$ cat src/rtl/wave_cell_pkg.sv
package wave_cell_pkg;
  localparam int NDIR = 4;
  // direction bit positions; index order is also arrival priority
  localparam int DIR_N = 0;
  localparam int DIR_E = 1;
  localparam int DIR_S = 2;
  localparam int DIR_W = 3;

  typedef enum logic [1:0] {
    FN_COST  = 2'd0,
    FN_BLOCK = 2'd1,
    FN_DIR   = 2'd2,
    FN_NONE  = 2'd3
  } cell_fn_e;
endpackage

$ cat src/rtl/wave_arrival.sv
module wave_arrival
  import wave_cell_pkg::*;
(
  input  logic            clk,
  input  logic            rst_n,
  input  logic            clear_i,
  input  logic            src_i,
  input  logic [NDIR-1:0] trig_i,
  output logic [NDIR-1:0] dir_o,
  output logic            reached_o,
  output logic            arr_o,
  output logic            src_go_o
);
  logic [NDIR-1:0] dir_q, dir_d, pick;
  logic            reached_q, reached_d, open_w;

  // lowest set bit wins
  always_comb begin
    pick = '0;
    for (int i = NDIR - 1; i >= 0; i--) begin
      if (trig_i[i]) pick = NDIR'(1) << i;
    end
  end

  assign open_w   = !reached_q && !clear_i;
  assign src_go_o = open_w && src_i;
  assign arr_o    = open_w && !src_i && (|trig_i);

  always_comb begin
    dir_d     = dir_q;
    reached_d = reached_q;
    if (clear_i) begin
      dir_d     = '0;
      reached_d = 1'b0;
    end else if (src_go_o) begin
      reached_d = 1'b1;
    end else if (arr_o) begin
      dir_d     = pick;
      reached_d = 1'b1;
    end
  end

  always_ff @(posedge clk or negedge rst_n) begin
    if (!rst_n) begin
      dir_q     <= '0;
      reached_q <= 1'b0;
    end else begin
      dir_q     <= dir_d;
      reached_q <= reached_d;
    end
  end

  assign dir_o     = dir_q;
  assign reached_o = reached_q;
endmodule

$ cat src/rtl/wave_delay.sv
module wave_delay #(
  parameter int CNT_W = 8
) (
  input  logic             clk,
  input  logic             rst_n,
  input  logic             clear_i,
  input  logic             load_i,
  input  logic [CNT_W-1:0] preset_i,
  output logic             done_o
);
  logic [CNT_W-1:0] cnt_q, cnt_d;
  logic             run_q, run_d;

  always_comb begin
    cnt_d = cnt_q;
    run_d = run_q;
    if (clear_i) begin
      cnt_d = '0;
      run_d = 1'b0;
    end else if (load_i) begin
      cnt_d = preset_i;
      run_d = 1'b1;
    end else if (run_q) begin
      if (cnt_q == '0) run_d = 1'b0;
      else             cnt_d = cnt_q - 1'b1;
    end
  end

  always_ff @(posedge clk or negedge rst_n) begin
    if (!rst_n) begin
      cnt_q <= '0;
      run_q <= 1'b0;
    end else begin
      cnt_q <= cnt_d;
      run_q <= run_d;
    end
  end

  assign done_o = run_q && (cnt_q == '0);
endmodule

$ cat src/rtl/wave_regs.sv
module wave_regs
  import wave_cell_pkg::*;
#(
  parameter int BUS_W = 4,
  localparam int COST_W = 2 * BUS_W
) (
  input  logic              clk,
  input  logic              rst_n,
  input  logic              sel_i,
  input  logic              we_i,
  input  logic [1:0]        func_i,
  input  logic              nib_i,
  input  logic [BUS_W-1:0]  wdata_i,
  input  logic              lock_i,
  input  logic [NDIR-1:0]   dir_i,
  output logic [COST_W-1:0] cost_o,
  output logic [NDIR-1:0]   block_o,
  output logic [BUS_W-1:0]  rdata_o
);
  cell_fn_e        fn;
  logic            wr_cost, wr_block;
  logic [NDIR-1:0] block_q, block_d;

  assign fn       = cell_fn_e'(func_i);
  assign wr_cost  = sel_i && we_i && (fn == FN_COST) && !lock_i;
  assign wr_block = sel_i && we_i && (fn == FN_BLOCK);

  for (genvar g = 0; g < 2; g++) begin : g_nib
    logic [BUS_W-1:0] nib_q, nib_d;
    always_comb begin
      nib_d = nib_q;
      if (wr_cost && (nib_i == 1'(g))) nib_d = wdata_i;
    end
    always_ff @(posedge clk or negedge rst_n) begin
      if (!rst_n) nib_q <= '0;
      else        nib_q <= nib_d;
    end
    assign cost_o[g*BUS_W +: BUS_W] = nib_q;
  end

  always_comb begin
    block_d = block_q;
    if (wr_block) block_d = wdata_i[NDIR-1:0];
  end

  always_ff @(posedge clk or negedge rst_n) begin
    if (!rst_n) block_q <= '0;
    else        block_q <= block_d;
  end

  always_comb begin
    rdata_o = '0;
    if (sel_i) begin
      unique case (fn)
        FN_COST:  rdata_o = nib_i ? cost_o[COST_W-1:BUS_W] : cost_o[BUS_W-1:0];
        FN_BLOCK: rdata_o = BUS_W'(block_q);
        FN_DIR:   rdata_o = BUS_W'(dir_i);
        default:  rdata_o = '0;
      endcase
    end
  end

  assign block_o = block_q;
endmodule

$ cat src/rtl/wave_cell.sv
module wave_cell
  import wave_cell_pkg::*;
#(
  parameter int BUS_W = 4
) (
  input  logic             clk,
  input  logic             rst_n,
  input  logic             clear_i,
  input  logic             src_i,
  input  logic [3:0]       trig_in_i,
  output logic [3:0]       trig_out_o,
  input  logic             sel_i,
  input  logic             we_i,
  input  logic [1:0]       func_i,
  input  logic             nib_i,
  input  logic [BUS_W-1:0] wdata_i,
  output logic [BUS_W-1:0] rdata_o
);
  localparam int COST_W = 2 * BUS_W;

  logic [NDIR-1:0]   dir_w, block_w;
  logic              reached_w, arr_w, src_go_w, done_w;
  logic [COST_W-1:0] cost_w, preset_w;

  wave_arrival u_arr (
    .clk      (clk),
    .rst_n    (rst_n),
    .clear_i  (clear_i),
    .src_i    (src_i),
    .trig_i   (trig_in_i),
    .dir_o    (dir_w),
    .reached_o(reached_w),
    .arr_o    (arr_w),
    .src_go_o (src_go_w)
  );

  assign preset_w = src_go_w ? '0 : cost_w;

  wave_delay #(.CNT_W(COST_W)) u_dly (
    .clk     (clk),
    .rst_n   (rst_n),
    .clear_i (clear_i),
    .load_i  (arr_w || src_go_w),
    .preset_i(preset_w),
    .done_o  (done_w)
  );

  wave_regs #(.BUS_W(BUS_W)) u_regs (
    .clk     (clk),
    .rst_n   (rst_n),
    .sel_i   (sel_i),
    .we_i    (we_i),
    .func_i  (func_i),
    .nib_i   (nib_i),
    .wdata_i (wdata_i),
    .lock_i  (reached_w),
    .dir_i   (dir_w),
    .cost_o  (cost_w),
    .block_o (block_w),
    .rdata_o (rdata_o)
  );

  assign trig_out_o = {NDIR{done_w}} & ~block_w;
endmodule

$ cat config.mk
export PLATFORM = sky130hd
export DESIGN_NAME = wave_cell
export DESIGN_NICKNAME = d
export VERILOG_FILES = /design/src/rtl/wave_cell_pkg.sv /design/src/rtl/wave_arrival.sv /design/src/rtl/wave_delay.sv /design/src/rtl/wave_regs.sv /design/src/rtl/wave_cell.sv
export SDC_FILE = /design/constraint.sdc
export NUM_CORES = 1
export LEC_CHECK = 0
export BUFFER_PORTS_ARGS = -buffer_cell sky130_fd_sc_hd__buf_2
export CAP_MARGIN = 20
export CORE_MARGIN = 2
export CORE_UTILIZATION = 25
export DETAILED_ROUTE_END_ITERATION = 10
export GPL_TIMING_DRIVEN = 0
export PLACE_DENSITY_LB_ADDON = 0.15
export SLEW_MARGIN = 20
export SYNTH_ARGS = -nofsm -noshare
export SYNTH_HDL_FRONTEND = slang
export SYNTH_SLANG_ARGS = --single-unit
$ cat constraint.sdc
create_clock -name clk -period 2.9 [get_ports clk]
set_clock_uncertainty 0.1 [all_clocks]
set_input_delay 0.435 -clock clk [delete_from_list [all_inputs] [get_ports clk]]
set_output_delay 0.435 -clock clk [all_outputs]
set_load 0.05 [all_outputs]
==> impl_results.md <==
- Outcome: complete, no violations
- DP Worst Slack: 0.668 ns
- Routed vias: 1,184
- Pwr/cell area: roughly 700 nW/um2
- EDFF count, synth: 0
- Initial antenna violation count: 0
- Storage element area: 651 um2
- Crit path to: trig_out_o[1]
- Crit-path slowest cell: dfrtp_1
- Distinct cells, synth: 42
- Synth area leaders: dfrtp_1 (43%), mux2_2 (9.0%), nor2_1 (4.2%)
- Fin nets: 194
- DP HPWL: 2.74 mm
- Top_reg_cell synth: dfrtp_1
- #FFs+latches synth: 26
- Hold Vio Cnt, Final: 0
- Core Rows: 28
- Final Max Tran Viols: 0
- Final ANT Viol Nets: 0
- R2r endpoint: u_dly.cnt_q[6]$_DFFE_PN0P_
- CP top delay family: simple AND/OR/NAND/NOR gates
- Fmax: approximately 0.42 GHz
- Drt initial violations: approximately 70
- First-pass GRT wire length: 5.94 mm
- Root Buffer: clkbuf_8
- Async SR Flop Fraction: between 90% and 100%
- Via density: 4.76
- Max VDD drop: 0.234 mV
- Final core occ: 30.3%
- Slowest stage delay, CP: 0.44 ns
- Layout area overhead: 18.2%
- Die W: 81.7 um
- Syn nets: 167
- Area occupied by multi-input gates: 823 um2
- Largest area contributor in the netlist: dfrtp_1
- Slew margin rel.: 39.7%
- Hold Slack: 0.0596 ns
- Die height: 81.7 um
- Max-Cap Viols: 0
- Total stage count of the critical path: 6
- Total GRT Usage: 11.5%
- Hold_buf cts: 0
- Num CTS Buffers: 3
- Leak: 0.803 nW
- Final GP Congestion: 0.765
- CP cell instances: inv_1 -> ha_1 -> nor4b_2 -> nand3_1 -> nor2_1 -> buf_2
- Largest net degree at the start of global routing: 27
- Synth Area per Inst: 10.2 um2
- Core area: 5890 um2
- Worst Setup SP: u_dly.cnt_q[0]$_DFFE_PN0P_
- Die area: 6670 um2
- Post-cts resize count: 0
- Crit path time final: 2.38 ns
- Worst-Margin Slew: 0.896 ns
- GR Overflow Total: 0
- Vias in the first global route: 1,194
- Share of layout cells above drive strength 1: 31.0%
- Reg2Reg Depth: 7
- Critical path peak fanout: 5
- Port bufs: 22
- HP Class: in2async
- Drt first pass iters: 4
- Finish-stage setup viols: 0
- Num ports: 25
- CP arrival: 1.85 ns
- CTS sink cnt: 26
- DRC: 0
- Top-area cell type share of the netlist area: between 40% and 50%
- Critical path launch point type: register
- Worst skew pair latency: 0.27 ns
- Clock slew at reported path FFs: 0.10 ns
- WP buf/inv: 2
- CTS max path bufs: 2
- Ys Warns: 0
- Sequential share of the synthesized area: 43.1%
- R2r setup slk: between 0.9 and 1 ns
- Final Worst Setup Slack: around 0.52 ns
- Setup TNS: 0 ns
- Fin crit share: 82.2%
- Initial core utilization: 25.6%
- # H-tree levels: 1
- CP Class: reg2out
- RSZ-0062 raised after global routing: false
- Fill count: 652
- CTS tree: done
- # Post-CTS Setup Buffers: 0
- Final WL: about 3.4 mm
- Cell area after synthesis: around 1500 um2
- Final total power: 1.25 mW
- Synth Instances: 148
- Critical R2R Launch: u_dly.cnt_q[0]$_DFFE_PN0P_
- Ant diodes: 0
- CP endpoint kind: output pin
- Drt wl/cell: 13.7 um
- WP data required: 2.37 ns
## power by group
group / internal (mW) / switching, mW / total, mW
Clock: 0.185 / 0.119 / 0.304
Sequential: 0.426 / 0.0754 / 0.502
Combinational: 0.205 / 0.236 / 0.441
## final cells by class
type                       instances  share of cell area [%]
clock buffer                       3                    2.31
timing repair buffer              22                    6.17
buffer                             4                    1.33
sequential                        26                    36.5
tap                               75                    5.26
inverter                           3                   0.631
multi-input combinational        115                    46.1
clock inverter                     1                    1.68
## cell usage after synthesis (2+ instances only)
master and n:
nand3b_1 2, and3_1 2, or4_4 2, dfrtp_1 26, nor2_1 17, inv_1 2, clkbuf_1 2, a22o_1 2
mux2i_1 4, a221o_1 3, o21ai_1 2, a21oi_2 2, o21ai_0 7, and2_1 4, a21oi_1 11, nand4b_1 2
nor3_1 5, nand3_1 4, nand2_1 12, mux2_2 12, ha_1 2, xnor2_1 3
## flip-flops by register name, summed over array words and instances (netlist names)
name,count
u_arr.dir_o,4
u_arr.reached_o,1
u_dly.cnt_q,8
u_dly.run_q,1
u_regs.block_o,4
u_regs.g_nib.nib_q,8
## metrics by stage
step	std cells	area, um2
after floorplan	148	1510
after global placement	245	1710
after detailed placement	245	1710
after CTS	249	1780
after global routing	249	1780
final	249	1780
## placed cells by master (no fill, tap or decap), types with 2 or more instances in the layout
master,netlist,final
nor2_1,17,17
a21oi_2,2,2
o21ai_0,7,7
and2_1,4,4
nand2_1,12,12
o21ai_1,2,2
inv_1,2,2
clkbuf_1,2,2
mux2i_1,4,4
nand3_1,4,4
a21oi_1,11,11
and3_1,2,2
a22o_1,2,2
buf_2,1,23
or4_4,2,2
nor3_1,5,5
xnor2_1,3,3
a221o_1,3,3
mux2_2,12,12
nand3b_1,2,2
dfrtp_1,26,26
clkbuf_8,0,3
nand4b_1,2,2
ha_1,2,2
## metal layers
| metal | vias up | wire [um] | track usage [%] |
|---|---|---|---|
| li1 | 588 | - | - |
| met1 | 570 | 1600 | 15.8 |
| met2 | 24 | 1680 | 19.3 |
| met3 | 2 | 118 | 1.10 |
| met4 | 0 | 27 | 3.00 |
| met5 | - | 0 | 0 |
## cell families after synthesis
| group | Yosys count | share of synthesized area (%) |
|---|---|---|
| AO/OA/AOI/OAI | 32 | 13.9 |
| XOR/XNOR | 3 | 1.74 |
| adder cells (fa/ha/maj) | 2 | 1.66 |
| buffers and inverters | 7 | 2.32 |
| flip-flops | 26 | 43.1 |
| multiplexers | 16 | 11.6 |
| AND/OR/NAND/NOR | 62 | 25.6 |
## worst min path at each step
stage	slack (ns)	end	depth (start not counted)
6_report	0.06	u_dly.cnt_q[1]$_DFFE_PN0P_	1
3_5_place_dp	0.38	u_dly.cnt_q[3]$_DFFE_PN0P_	1
5_1_grt	0.1	u_dly.cnt_q[0]$_DFFE_PN0P_	1
2_1_floorplan	0.04	u_arr.dir_o[0]$_DFFE_PN0P_	0
3_3_place_gp	0.37	u_dly.cnt_q[3]$_DFFE_PN0P_	1
4_1_cts	0.08	u_dly.cnt_q[1]$_DFFE_PN0P_	1
(Power assumes the default switching activity.)
